==> src/rtl/pic_pkg.sv <==
package pic_pkg;
    // The number of lines must be a power of two: priority ranks wrap by index width.
    localparam int N_IRQ = 8;
    localparam int IDX_W = $clog2(N_IRQ);

    typedef logic [N_IRQ-1:0] irq_vec_t;
    typedef logic [IDX_W-1:0] irq_idx_t;

    typedef struct packed {
        logic     valid;
        irq_idx_t idx;
    } pick_t;

    typedef enum logic {
        TRIG_EDGE  = 1'b0,
        TRIG_LEVEL = 1'b1
    } trig_e;

    localparam irq_idx_t LOWEST_FIXED = irq_idx_t'(N_IRQ - 1);

    // Rank 0 is most urgent; the level held in `low` has the worst rank.
    function automatic irq_idx_t rank_of(irq_idx_t idx, irq_idx_t low);
        return irq_idx_t'(idx - low - irq_idx_t'(1));
    endfunction

    function automatic irq_vec_t bit_of(irq_idx_t i);
        return irq_vec_t'(1) << i;
    endfunction

    // Walk from the level just above `low` upward and return the first set bit.
    function automatic pick_t pick_first(irq_vec_t vec, irq_idx_t low);
        pick_t r;
        r = '0;
        for (int k = 0; k < N_IRQ; k++) begin
            irq_idx_t c;
            c = irq_idx_t'(low + irq_idx_t'(k) + irq_idx_t'(1));
            if (!r.valid && vec[c]) begin
                r.valid = 1'b1;
                r.idx   = c;
            end
        end
        return r;
    endfunction
endpackage

==> src/rtl/pic_req_latch.sv <==
module pic_req_latch
    import pic_pkg::*;
(
    input  logic     clk,
    input  logic     rst,
    input  irq_vec_t irq_in,
    input  trig_e    trig,
    input  irq_vec_t ack_clr,
    output irq_vec_t irr
);
    irq_vec_t irq_d;
    irq_vec_t irr_n;

    for (genvar g = 0; g < N_IRQ; g++) begin : g_line
        logic rise;
        assign rise = irq_in[g] & ~irq_d[g];
        always_comb begin
            if (trig == TRIG_LEVEL) begin
                irr_n[g] = irq_in[g] & ~ack_clr[g];
            end else begin
                // Edge mode: latch on rise, drop when the line is withdrawn.
                irr_n[g] = ((irr[g] & ~ack_clr[g]) | rise) & irq_in[g];
            end
        end
    end

    always_ff @(posedge clk) begin
        if (rst) begin
            irq_d <= '0;
            irr   <= '0;
        end else begin
            irq_d <= irq_in;
            irr   <= irr_n;
        end
    end

    // no request bit survives a cycle whose input was low
    assert_req_needs_line_R12: assert property (@(posedge clk) disable iff (rst)
        1'b1 |=> ((irr & ~$past(irq_in)) == '0));

    // in edge mode a bit can only appear after a rising edge
    assert_edge_needs_rise_R3: assert property (@(posedge clk) disable iff (rst)
        (trig == TRIG_EDGE) |=> ((irr & ~$past(irr) & $past(irq_d)) == '0));
endmodule

==> src/rtl/pic_prio_pick.sv <==
module pic_prio_pick
    import pic_pkg::*;
(
    input  irq_vec_t vec,
    input  irq_idx_t low,
    output pick_t    top,
    output irq_idx_t top_rank
);
    always_comb begin
        top      = pick_first(vec, low);
        top_rank = rank_of(top.idx, low);
    end
endmodule

==> src/rtl/pic_service.sv <==
module pic_service
    import pic_pkg::*;
(
    input  logic     clk,
    input  logic     rst,
    input  logic     take,
    input  irq_idx_t win,
    input  logic     auto_eoi,
    input  logic     rotate,
    input  logic     eoi_valid,
    input  logic     eoi_specific,
    input  irq_idx_t eoi_level,
    input  pick_t    srv_top,
    output irq_vec_t isr,
    output irq_idx_t low_ptr,
    output logic     grant_valid,
    output irq_idx_t grant_level
);
    irq_vec_t isr_set;
    irq_vec_t isr_clr;
    irq_vec_t isr_n;
    irq_idx_t eoi_tgt;
    logic     eoi_hit;
    irq_idx_t low_n;

    always_comb begin
        isr_set = (take && !auto_eoi) ? bit_of(win) : '0;
        eoi_tgt = eoi_specific ? eoi_level : srv_top.idx;
        eoi_hit = eoi_valid && isr[eoi_tgt];
        isr_clr = eoi_hit ? bit_of(eoi_tgt) : '0;
        isr_n   = (isr & ~isr_clr) | isr_set;
        low_n   = low_ptr;
        if (rotate) begin
            if (take && auto_eoi) begin
                low_n = win;
            end else if (eoi_hit) begin
                low_n = eoi_tgt;
            end
        end
    end

    always_ff @(posedge clk) begin
        if (rst) begin
            isr         <= '0;
            low_ptr     <= LOWEST_FIXED;
            grant_valid <= 1'b0;
            grant_level <= '0;
        end else begin
            isr         <= isr_n;
            low_ptr     <= low_n;
            grant_valid <= take;
            if (take) begin
                grant_level <= win;
            end
        end
    end

    // a named level is out of service after its command
    assert_spec_eoi_clears_R10: assert property (@(posedge clk) disable iff (rst)
        (eoi_valid && eoi_specific && !take) |=> !isr[$past(eoi_level)]);

    // automatic retirement never grows the in-service set
    assert_auto_no_growth_R11: assert property (@(posedge clk) disable iff (rst)
        (auto_eoi && take) |=> ($countones(isr) <= $past($countones(isr))));

    // a non-specific command removes exactly one level when any is in service
    assert_nonspec_one_R9: assert property (@(posedge clk) disable iff (rst)
        (eoi_valid && !eoi_specific && !take && (isr != '0))
        |=> ($countones(isr) + 1 == $past($countones(isr))));
endmodule

==> src/rtl/pic_core.sv <==
module pic_core
    import pic_pkg::*;
(
    input  logic       clk,
    input  logic       rst,
    input  logic [7:0] irq_in,
    input  logic       mask_we,
    input  logic [7:0] mask_wdata,
    input  logic       cfg_level_trig,
    input  logic       cfg_rotate,
    input  logic       cfg_auto_eoi,
    input  logic       int_ack,
    input  logic       eoi_valid,
    input  logic       eoi_specific,
    input  logic [2:0] eoi_level,
    output logic       int_req,
    output logic       grant_valid,
    output logic [2:0] grant_level,
    output logic [7:0] req_bits,
    output logic [7:0] srv_bits,
    output logic [7:0] mask_bits
);
    irq_vec_t mask_q;
    irq_vec_t irr;
    irq_vec_t isr;
    irq_vec_t pending;
    irq_vec_t ack_clr;
    irq_idx_t low_ptr;
    irq_idx_t eff_low;
    pick_t    pend_top;
    pick_t    srv_top;
    irq_idx_t pend_rank;
    irq_idx_t srv_rank;
    logic     take;

    always_ff @(posedge clk) begin
        if (rst) begin
            mask_q <= '1;
        end else if (mask_we) begin
            mask_q <= mask_wdata;
        end
    end

    assign eff_low = cfg_rotate ? low_ptr : LOWEST_FIXED;
    assign pending = irr & ~mask_q;

    pic_prio_pick u_pend_pick (
        .vec      (pending),
        .low      (eff_low),
        .top      (pend_top),
        .top_rank (pend_rank)
    );

    pic_prio_pick u_srv_pick (
        .vec      (isr),
        .low      (eff_low),
        .top      (srv_top),
        .top_rank (srv_rank)
    );

    always_comb begin
        int_req = pend_top.valid && (!srv_top.valid || (pend_rank < srv_rank));
        take    = int_ack && int_req;
        ack_clr = take ? bit_of(pend_top.idx) : '0;
    end

    pic_req_latch u_req (
        .clk     (clk),
        .rst     (rst),
        .irq_in  (irq_in),
        .trig    (trig_e'(cfg_level_trig)),
        .ack_clr (ack_clr),
        .irr     (irr)
    );

    pic_service u_srv (
        .clk          (clk),
        .rst          (rst),
        .take         (take),
        .win          (pend_top.idx),
        .auto_eoi     (cfg_auto_eoi),
        .rotate       (cfg_rotate),
        .eoi_valid    (eoi_valid),
        .eoi_specific (eoi_specific),
        .eoi_level    (eoi_level),
        .srv_top      (srv_top),
        .isr          (isr),
        .low_ptr      (low_ptr),
        .grant_valid  (grant_valid),
        .grant_level  (grant_level)
    );

    assign req_bits  = irr;
    assign srv_bits  = isr;
    assign mask_bits = mask_q;

    // a raised interrupt always has an unmasked request behind it
    assert_int_has_source_R5: assert property (@(posedge clk) disable iff (rst)
        int_req |-> ((req_bits & ~mask_bits) != 8'h00));

    // an acknowledge with no interrupt raised is ignored
    assert_stray_ack_ignored_R6: assert property (@(posedge clk) disable iff (rst)
        (int_ack && !int_req && !eoi_valid) |=> ($stable(srv_bits) && !grant_valid));

    // an accepted acknowledge adds one level to service
    assert_ack_adds_level_R6: assert property (@(posedge clk) disable iff (rst)
        (int_ack && int_req && !cfg_auto_eoi && !eoi_valid)
        |=> ($countones(srv_bits) == $past($countones(srv_bits)) + 1));

    // the granted level had its request bit set
    assert_grant_was_pending_R6: assert property (@(posedge clk) disable iff (rst)
        (int_ack && int_req) |=> $past(req_bits[pend_top.idx]));
endmodule

==> config.mk <==
export PLATFORM = sky130hd
export DESIGN_NAME = pic_core
export DESIGN_NICKNAME = d
export VERILOG_FILES = /design/src/rtl/pic_pkg.sv /design/src/rtl/pic_req_latch.sv /design/src/rtl/pic_prio_pick.sv /design/src/rtl/pic_service.sv /design/src/rtl/pic_core.sv
export SDC_FILE = /design/constraint.sdc
export NUM_CORES = 1
export LEC_CHECK = 0
export BUFFER_PORTS_ARGS = -buffer_cell sky130_fd_sc_hd__buf_4
export CAP_MARGIN = 5
export CORE_UTILIZATION = 31
export DETAILED_ROUTE_END_ITERATION = 10
export GPL_TIMING_DRIVEN = 0
export SETUP_SLACK_MARGIN = 0.4
export SLEW_MARGIN = 20
export SYNTH_ARGS = -nofsm -noshare
export SYNTH_HDL_FRONTEND = slang
export SYNTH_SLANG_ARGS = --single-unit
==> constraint.sdc <==
create_clock -name clk -period 12.3 [get_ports clk]
set_input_delay 0.615 -clock clk [delete_from_list [all_inputs] [get_ports clk]]
set_output_delay 0.615 -clock clk [all_outputs]
set_load 0.01 [all_outputs]
==> results.md <==
* Hold Vio Cnt, Final at 0
* Via density at 5.70
* H-tree depth at 2
* Setup crit end kind: register
* FF-to-FF Start: u_srv.low_ptr[1]
* FF+latch count, synth at 39
* Syn_nets at around 490
* Sequential area share after synthesis at 20.1%
* Routed length per instance at 17.5 µm
* Clock tree buffer depth at 2
* Hold path endpoint: u_req.irr[3]
* Vias in the first global route at roughly 3,700
* Grt ovf at 0
* First-pass GRT wire length at 19,000 µm
* Routed via count at 3,879
* Worst hold slack at between 0.4 and 0.5 ns
* Slew Limit Fails at 0
* Commonest non-fill, non-tap cell in the layout: buf_4
* Initial antenna violation count at 0
* Global Route Usage Sum at between 10% and 20%
* Achievable Freq at between 0.15 and 0.2 GHz
* Commonest cells after routing, fill and taps aside: buf_4 (53), nor2_1 (40), dfxtp_1 (39), mux2i_1 (36), nand2_1 (35)
* Root Driver: clkbuf_16
* Hold Path Stages at 2
* Number of CTS-inserted buffers at 5
* Startpoint Class: input pin
* Clk_skew at 0.00647 ns
* Filler Cell Count at 1,257
* Cells after synthesis at 452
* Fin nets at ~550
* Core area at 0.0121 mm²
* R2R Setup Slk at 5.90 ns
* Tot Pwr at 0.631 mW
* Total power divided by cell area at 135 mW/mm²
* Initial Util at between 30% and 40%
* Rel. slew slack at 43.6%
* Worst-path cell with the longest stage delay: xnor3_1
* ANT nets after route at 0
* Minimum clock period at 6.50 ns
* Hold Buf Count CTS at 0
* Tightest Hold Check Type: register to register
* Port Buffer Count at between 50 and 60
* Setup TNS at 0 ns
* Final period util at 52.8%
* Die X at 114 µm
* Diodes inserted at 0
* Critical Path AT at about 6.7 ns
* Final core area utilization at about two fifths
* Final WL at 11,900 µm
* Post-synthesis async set-or-reset flop share at 0%
* Post-synth EDFFs at 0
* VDD IR-drop max at 104 µV
* Post-Syn Area per Cell at 8.58 µm²
* Largest net degree at the start of global routing at 15
* Site Rows at 40
* Setup WS post-layout at 5.80 ns
* WS Path Type: input pin to register
* RSZ-0062 raised after global routing: false
* Placed cell areas at roughly 0.0045 mm²
* Post-CTS setup buffers at 0
* Synthesized cell area at around 0.0039 mm²
* Worst-Skew Late Latency at 0.28 ns
* Status: finished, final reports clean
* DRC at 0
* Clock sinks at 39
* Netlist cell types at between 80 and 90
* Final setup fails at 0
* Synth Flop Type: dfxtp_1
* Initial DRC count at 408
* P_leak at slightly below 2 nW
* Register-to-Register Path Depth at 24
* CTS resizes at 0
* First-pass iteration count of the detailed router at 5
* Worst-path fanout max at 10
* CTS tree: done
* Fin area at 0.00468 mm²
* Hold wc startpoint: u_req.irq_d[3]
* Worst Path Required at 12.52 ns
* Die H at between 100 and 150 µm
* Clk slew on worst S/H paths at 0.06 ns
* Detail Placement HPWL at 9370 µm
* Synth warn at 0
* Full die area at about 0.013 mm²
* # IOs at 57
* CP peak stage delay at between 0.5 and 0.6 ns
* R2R Path End: u_srv.isr[7]
* Most frequent CP cell: ha_1
* Non-filler cells, final at 680
* Layout cells sized above 1 at 24.2%
* Area delta synth->final at 20.5%
* DP Cell Count at 672
* Final GP Congestion at 0.941
* Worst-margin pin slew at between 0.8 and 0.9 ns
* Maxcap violations at 0
* Place WS at 5.62 ns
sequential cells by signal, summed over array words and instances, names as in the netlist:
signal	cells
mask_bits	8
u_req.irq_d	8
u_req.irr	8
u_srv.isr	8
u_srv.grant_level	3
u_srv.low_ptr	3
u_srv.grant_valid	1
where the power goes:
group	switching [mW]	internal [mW]	total, mW
Sequential	0.00823	0.136	0.144
Clock	0.0510	0.118	0.168
Combinational	0.190	0.128	0.318
Total	0.249	0.381	0.631
Yosys cell counts, drive strengths merged (4+ instances only):
cell / instances / area (µm²)
o211a: 4 / 40.0
mux2: 14 / 165
o211ai: 13 / 97.6
o22ai: 5 / 31.3
nand3: 15 / 75.1
nor3: 6 / 30.0
buf: 11 / 72.6
mux2i: 36 / 360
o2111ai: 6 / 58.8
nand2: 35 / 131
nand2b: 10 / 62.6
o31ai: 4 / 48.8
xnor2: 5 / 58.8
a31oi: 5 / 31.3
o21a: 7 / 52.6
clkbuf: 11 / 41.3
ha: 7 / 87.6
o21ai: 17 / 85.1
a21oi: 27 / 135
nor2b: 23 / 151
nor4: 4 / 31.3
a211o: 4 / 35.0
or3: 5 / 36.3
and2: 5 / 31.3
inv: 20 / 82.6
nor2: 41 / 156
dfxtp: 39 / 781
mux4: 16 / 360
worst max-delay path: cells and delay by family:
family	cells	cell delay (ns)
and+or+nand+nor	6	1.64
muxes	2	0.53
AOI/OAI and AO/OA	6	1.36
adders and majority gates	4	1.24
buffers and inverters	6	0.75
xor gates and xnor gates	1	0.56
worst max-delay path by stage:
stage | end | cells past startpoint | slack [ns] | start
2_1_floorplan | u_srv.low_ptr[1] | 25 | 6.49 | cfg_rotate
3_3_place_gp | u_req.irr[6] | 24 | 5.67 | cfg_rotate
3_5_place_dp | u_req.irr[6] | 24 | 5.62 | cfg_rotate
4_1_cts | u_req.irr[6] | 24 | 5.88 | cfg_rotate
5_1_grt | u_srv.isr[7] | 25 | 5.49 | cfg_rotate
6_report | u_srv.isr[7] | 25 | 5.80 | cfg_rotate
logic make-up after synthesis:
group / synth area share (%)
mux: 22.8
simple gates: 22.3
fa+ha+maj: 3.29
flops: 20.1
compound gates: 24.0
buf+inv: 5.16
xor+xnor: 2.32
final cells by class:
| class | count | area (µm²) | share of cell area (%) |
|---|---|---|---|
| multi-input combinational | 370 | 2900 | 62.0 |
| sequential | 39 | 781 | 16.7 |
| timing repair buffer | 52 | 390 | 8.35 |
| tap | 168 | 210 | 4.49 |
| clock buffer | 5 | 125 | 2.68 |
| buffer | 22 | 114 | 2.43 |
| inverter | 21 | 86.3 | 1.85 |
| clock inverter | 3 | 71.3 | 1.52 |
routing by layer:
layer / vias to the layer above / global-route usage, % / share of wire, %
met2: 145 / 31.3 / 48
met5: - / 0 / 0
met3: 24 / 1.75 / 4.4
met1: 1871 / 24.6 / 45
met4: 0 / 7.10 / 2.8
li1: 1839 / - / -
No activity file was read; power rests on OpenSTA's default activity.
